$ cat config.mk
export PLATFORM = sky130hd
export DESIGN_NAME = cfg_loader
export DESIGN_NICKNAME = d
export VERILOG_FILES = /design/src/rtl/cfgload_pkg.sv /design/src/rtl/cfgload_sclk.sv /design/src/rtl/cfgload_frame.sv /design/src/rtl/cfgload_decode.sv /design/src/rtl/cfg_loader.sv
export SDC_FILE = /design/constraint.sdc
export NUM_CORES = 1
export LEC_CHECK = 0
export CORE_MARGIN = 4
export CORE_UTILIZATION = 62
export DETAILED_ROUTE_END_ITERATION = 6
export DONT_BUFFER_PORTS = 1
export GPL_ROUTABILITY_DRIVEN = 1
export PLACE_DENSITY = 0.84
export SLEW_MARGIN = 20
export SYNTH_ARGS = -nofsm -noshare
export SYNTH_HDL_FRONTEND = slang
export SYNTH_HIERARCHICAL = 1
export SYNTH_SLANG_ARGS = --single-unit
$ cat constraint.sdc
create_clock -name clk -period 2.2 [get_ports clk]
set_input_delay 0.11 -clock clk [delete_from_list [all_inputs] [get_ports clk]]
set_output_delay 0.11 -clock clk [all_outputs]
set_load 0.05 [all_outputs]
$ cat src/rtl/cfgload_pkg.sv
// Package: shared types and decode helpers for the configuration loader.
// Assumes the frame is wider than the highest named field (bit 21).
package cfgload_pkg;

    typedef logic [4:0] mult_half_t;   // multiplier expressed in half steps

    localparam int MULT_LSB  = 5;
    localparam int MULT_W    = 3;
    localparam int HALF_BIT  = 20;
    localparam int DRV_LSB   = 13;
    localparam int RSV_LOW   = 22;     // first bit of the upper reserved range
    localparam int RSV_A     = 0;
    localparam int RSV_B     = 12;

    // Multiplier decode: 0 marks an invalid code for the selected mode.
    function automatic mult_half_t mult_decode(input logic [MULT_W-1:0] code,
                                               input logic half_sel);
        mult_half_t r;
        if (!half_sel) begin
            r = mult_half_t'({code, 1'b0}) + mult_half_t'(4);
        end else begin
            case (code)
                3'b011:  r = mult_half_t'(5);
                3'b101:  r = mult_half_t'(7);
                3'b111:  r = mult_half_t'(9);
                default: r = '0;
            endcase
        end
        return r;
    endfunction

endpackage

$ cat src/rtl/cfgload_sclk.sv
// Serial clock divider: counts system clocks while power-good is high and
// drives the ROM clock from the counter MSB. Emits a one-cycle capture
// strobe on the cycle whose edge makes the serial clock rise.
// Assumes pwr_good is synchronous to clk.
module cfgload_sclk #(
    parameter int DIV_LOG2 = 8
) (
    input  logic clk,
    input  logic rst_n,
    input  logic pwr_good,
    output logic sclk,
    output logic sample_en
);
    localparam int W = DIV_LOG2;
    localparam logic [W-1:0] RISE_PREV = {1'b0, {(W-1){1'b1}}};

    logic [W-1:0] div_cnt;

    // Free-running divider, held at zero while power is not good.
    always_ff @(posedge clk) begin
        if (!rst_n || !pwr_good) div_cnt <= '0;
        else                     div_cnt <= div_cnt + 1'b1;
    end

    assign sclk      = div_cnt[W-1];
    assign sample_en = pwr_good && (div_cnt == RISE_PREV);

    a_r1_sclk_idle: assert property (@(posedge clk) disable iff (!rst_n)
        !pwr_good |=> !sclk);

    a_r2_strobe_at_rise: assert property (@(posedge clk) disable iff (!rst_n)
        sample_en |=> $rose(sclk));

endmodule

$ cat src/rtl/cfgload_frame.sv
// Frame capture: writes one bit per strobe into the mode register at the
// position given by the bit count, and raises done after the last bit.
// Freezes until power-good falls. Assumes sample_en is one cycle wide.
module cfgload_frame #(
    parameter int FRAME_BITS = 256
) (
    input  logic                  clk,
    input  logic                  rst_n,
    input  logic                  pwr_good,
    input  logic                  sample_en,
    input  logic                  din,
    output logic [FRAME_BITS-1:0] mode_q,
    output logic                  done
);
    localparam int CW = $clog2(FRAME_BITS);
    localparam logic [CW-1:0] LAST = CW'(FRAME_BITS - 1);

    logic [CW-1:0] bit_cnt;

    // Capture one bit per strobe; stop advancing once the frame is complete.
    always_ff @(posedge clk) begin
        if (!rst_n || !pwr_good) begin
            bit_cnt <= '0;
            mode_q  <= '0;
            done    <= 1'b0;
        end else if (sample_en && !done) begin
            mode_q[bit_cnt] <= din;
            if (bit_cnt == LAST) done    <= 1'b1;
            else                 bit_cnt <= bit_cnt + 1'b1;
        end
    end

    a_r5_frozen_after_done: assert property (@(posedge clk) disable iff (!rst_n)
        (done && pwr_good) |=> (!pwr_good || $past(!pwr_good) || (done && $stable(mode_q))));

    a_r6_clear_on_power_drop: assert property (@(posedge clk) disable iff (!rst_n)
        !pwr_good |=> (mode_q == '0 && !done));

endmodule

$ cat src/rtl/cfgload_decode.sv
// Mode decode: derives the multiplier, drive strength and error flag from
// the captured frame. Assumes FRAME_BITS exceeds the upper reserved start.
module cfgload_decode
    import cfgload_pkg::*;
#(
    parameter int FRAME_BITS = 256
) (
    input  logic                  clk,
    input  logic                  rst_n,
    input  logic [FRAME_BITS-1:0] mode_q,
    input  logic                  done,
    output mult_half_t            mult_x2,
    output logic [1:0]            drive_sel,
    output logic                  cfg_err
);
    // Build the reserved-bit mask from the named positions.
    function automatic logic [FRAME_BITS-1:0] rsv_mask();
        logic [FRAME_BITS-1:0] m;
        m = '0;
        for (int i = 0; i < FRAME_BITS; i++)
            if (i >= RSV_LOW || i == RSV_A || i == RSV_B) m[i] = 1'b1;
        return m;
    endfunction

    localparam logic [FRAME_BITS-1:0] RSV_MASK = rsv_mask();

    logic rsv_hit;

    // Combinational field decode.
    always_comb begin
        mult_x2   = mult_decode(mode_q[MULT_LSB +: MULT_W], mode_q[HALF_BIT]);
        drive_sel = mode_q[DRV_LSB +: 2];
        rsv_hit   = |(mode_q & RSV_MASK);
        cfg_err   = done && (rsv_hit || (mult_x2 == '0));
    end

    a_r10_bad_mult_flagged: assert property (@(posedge clk) disable iff (!rst_n)
        (done && mult_x2 == '0) |-> cfg_err);

    a_r10_no_err_before_done: assert property (@(posedge clk) disable iff (!rst_n)
        !done |-> !cfg_err);

endmodule

$ cat src/rtl/cfg_loader.sv
// Top: serial boot-mode configuration loader. Divides the system clock for
// the ROM, captures a fixed-length frame after power-good, then decodes it.
// Assumes rst_n, pwr_good and rom_din are synchronous to clk.
module cfg_loader #(
    parameter int FRAME_BITS = 256,
    parameter int DIV_LOG2   = 8
) (
    input  logic                  clk,
    input  logic                  rst_n,
    input  logic                  pwr_good,
    input  logic                  rom_din,
    output logic                  rom_sclk,
    output logic [FRAME_BITS-1:0] mode_q,
    output logic                  load_done,
    output logic [4:0]            mult_x2,
    output logic [1:0]            drive_sel,
    output logic                  cfg_err
);
    logic sample_en;

    cfgload_sclk #(.DIV_LOG2(DIV_LOG2)) u_sclk (
        .clk       (clk),
        .rst_n     (rst_n),
        .pwr_good  (pwr_good),
        .sclk      (rom_sclk),
        .sample_en (sample_en)
    );

    cfgload_frame #(.FRAME_BITS(FRAME_BITS)) u_frame (
        .clk       (clk),
        .rst_n     (rst_n),
        .pwr_good  (pwr_good),
        .sample_en (sample_en),
        .din       (rom_din),
        .mode_q    (mode_q),
        .done      (load_done)
    );

    cfgload_decode #(.FRAME_BITS(FRAME_BITS)) u_dec (
        .clk       (clk),
        .rst_n     (rst_n),
        .mode_q    (mode_q),
        .done      (load_done),
        .mult_x2   (mult_x2),
        .drive_sel (drive_sel),
        .cfg_err   (cfg_err)
    );

endmodule

==> results.sh <==
export IMPL_p_leak_uw=0.00774
export IMPL_syn_to_final_growth_pct=27.4
export IMPL_avgSynthCellArea_um2=8.98
export IMPL_met1_length_um=15400
export IMPL_cts_path_max_buffers=3
export IMPL_r2r_start="u_sclk/div_cnt[0]"
export IMPL_finalCritPeriodShare_pct=116
export IMPL_vias=11900
export IMPL_ys_ff_latch=273
export IMPL_die_w_um=150
export IMPL_die_area_um2=22600
export IMPL_layout_commonest_cell="buf_4"
export IMPL_total_power_uw=10100
export IMPL_synthFlopType="dfxtp_1"
export IMPL_fp_row_count=51
export IMPL_portBuffers=0
export IMPL_status="finished with violations"
export IMPL_cp_end_kind="output pin"
export IMPL_postSynthCellCount=1398
export IMPL_track_usage_pct=36.4
export IMPL_setup_viol=1
export IMPL_htreeDepth=1
export IMPL_fmax_ghz=0.392
export IMPL_final_cell_mix="buf_4 (287), nand2_1 (268), dfxtp_1 (265)"
export IMPL_min_period_ps=2550
export IMPL_via_per_inst=6.35
export IMPL_gr_total_overflow=0
export IMPL_worstSkewPairLatency_ps=550
export IMPL_yosys_warnings=6
export IMPL_finClkSkew_ps=14.8
export IMPL_final_area_um2=16000
export IMPL_preCtsSetupSlack_ps=49.8
export IMPL_clk_pin_slew_ps=60
export IMPL_reg2regPathDepth=8
export IMPL_timing_rr_end="u_frame/mode_q[141]"
export IMPL_criticalPathCategory="flop to output pin"
export IMPL_core_um2=19700
export IMPL_ir_drop_mv=0.631
export IMPL_first_iter_violations=1471
export IMPL_die_h_um=150
export IMPL_async_flop_share_pct=0
export IMPL_ys_seq_area_share_pct=43.5
export IMPL_critical_path_max_fanout=2
export IMPL_arrival_ps=2440
export IMPL_drive_gt1_share_pct=26.1
export IMPL_cts_sinks=273
export IMPL_hold_viol=0
export IMPL_synth_cell_type_count=46
export IMPL_routed_wl_um=43100
export IMPL_grt_pass1_vias=11800
export IMPL_wl_met2_um=20100
export IMPL_firstDrtPassIters=6
export IMPL_placed_area_um2=14800
export IMPL_cts_root_buffer="clkbuf_16"
export IMPL_cp_data_required_time_ps=2090
export IMPL_cts_inserted_buffers=29
export IMPL_hp_start="pwr_good"
export IMPL_synth_area_um2=12600
export IMPL_initial_utilization_pct=63.7
export IMPL_dp_hpwl_um=27200
export IMPL_wire_per_inst_um=23.0
export IMPL_min_path_type="input pin to flop"
export IMPL_rsz0062_at_grt="yes"
export IMPL_fin_util_pct=81.1
export IMPL_highest_layer="met4"
export IMPL_max_cap_violations=0
export IMPL_finalNetCount=1600
export IMPL_antenna_found_initial=0
export IMPL_max_slew_margin_pct=45.2
export IMPL_tightest_slew_ps=822
export IMPL_maxSlewViolCount=0
export IMPL_violations="negative setup slack"
export IMPL_synth_edf_count=0
export IMPL_syn_nets=1409
export IMPL_power_per_cell_area_nw_per_um2=631
export IMPL_whs_ps=53.1
export IMPL_grt_max_degree=174
export IMPL_place_congestion=0.851
export IMPL_reg2reg_slack_ps=130
export IMPL_holdPathEnd="u_frame/mode_q[204]"
export IMPL_postRouteAntennaNets=0
export IMPL_grt_first_pass_wirelength_um=65900
export IMPL_antenna_cells=0
export IMPL_drc=0
export IMPL_setup_worst_path_start_class="flop"
export IMPL_cts_tree="built"
export IMPL_final_setup_worst_slack_ps=-348
export IMPL_wl_met3_um=5490
export IMPL_holdPathStages=3
export IMPL_boundaryPins=270
==> metal layers <==
metal  track usage, %  up-vias
met5                0        -
met4             17.1        0
met3             11.6      160
met2             58.9      804
met1             44.1     5674
li1                 -     5283
==> area by class of cell <==
cell class                 instances  area, um^2
fill                            1149        3720
clock buffer                      45         846
clock inverter                     8         119
timing repair buffer             312        2610
multi-input combinational        966        6590
inverter                           7        26.3
tap                              265         332
sequential                       273        5480
==> synth_stat cells (5+ instances only) <==
library cell,n,area (um^2)
nand4_1,32,200
buf_4,13,97.6
and3_1,6,37.5
a21oi_1,9,45.0
dfxtp_1,273,5470
inv_1,7,26.3
clkbuf_1,66,248
buf_1,13,48.8
nand3_1,244,1220
nor2b_1,6,37.5
and4b_1,6,60.1
nand2_1,269,1010
nor2_1,7,26.3
ha_1,7,87.6
nor4_2,5,62.6
o21ai_0,7,35.0
nor4_1,57,357
mux2i_1,259,2590
buf_6,8,90.1
buf_2,44,220
clkbuf_2,6,30.0
==> repair_timing <==
item | 4_1_cts | 5_1_grt
setup endpoints to repair | 1 | 4
setup buffers | 0 | 0
endpoints found under the hold margin | 22 | 0
gates resized for setup | 31 | 8
hold buffers | 4 | 0
pin swaps | 12 | 7
==> state kept, by name, summed over array words and instances (netlist names) <==
| signal | cells |
|---|---|
| u_sclk/div_cnt | 8 |
| u_frame/done | 1 |
| u_frame/mode_q | 256 |
| u_frame/bit_cnt | 8 |
==> worst max-delay path by stage <==
| stage | end | startpoint | cells after the start | slack, ps |
|---|---|---|---|---|
| finish | cfg_err | u_frame/mode_q[104] | 6 | -350 |
| global route | cfg_err | u_frame/mode_q[121] | 6 | -390 |
| CTS | cfg_err | u_frame/mode_q[129] | 6 | -230 |
| detailed placement | cfg_err | u_frame/mode_q[6] | 7 | 50 |
| global placement | cfg_err | u_frame/mode_q[6] | 7 | 50 |
| floorplan | u_frame/mode_q[102] | u_sclk/div_cnt[7] | 7 | 140 |
==> stage by stage <==
stage / instances / TNS [ps]
2_1_floorplan: 1398 / 0
3_3_place_gp: 1819 / 0
3_5_place_dp: 1819 / 0
4_1_cts: 1876 / -232
5_1_grt: 1876 / -389
6_report: 1876 / -348
==> power breakdown <==
part / internal [uW] / leakage [uW] / total (uW) / switching [uW]
Clock: 2980 / 0.000474 / 4970 / 1990
Combinational: 33.4 / 0.00506 / 172 / 139
Sequential: 4940 / 0.00220 / 4950 / 1.36
Total: 7960 / 0.00774 / 10100 / 2130
==> kinds of logic after synthesis <==
logic type	after synthesis	share of synthesized area, %
flip-flops	273	43.5
AND/OR/NAND/NOR	670	27.4
XOR/XNOR	3	0.209
adder cells (fa/ha/maj)	7	0.698
AO/OA/AOI/OAI	27	1.29
multiplexers	259	20.7
buffers and inverters	159	6.24
==> worst max-delay path, cell delays in order (launching register included) <==
cell,delay (ps)
dfxtp_1,340
nor4_4,350
nand4_1,170
nor4_2,290
nand4_1,250
o21a_2,330
buf_12,160
Note: power is estimated with default switching activity, not from simulation.
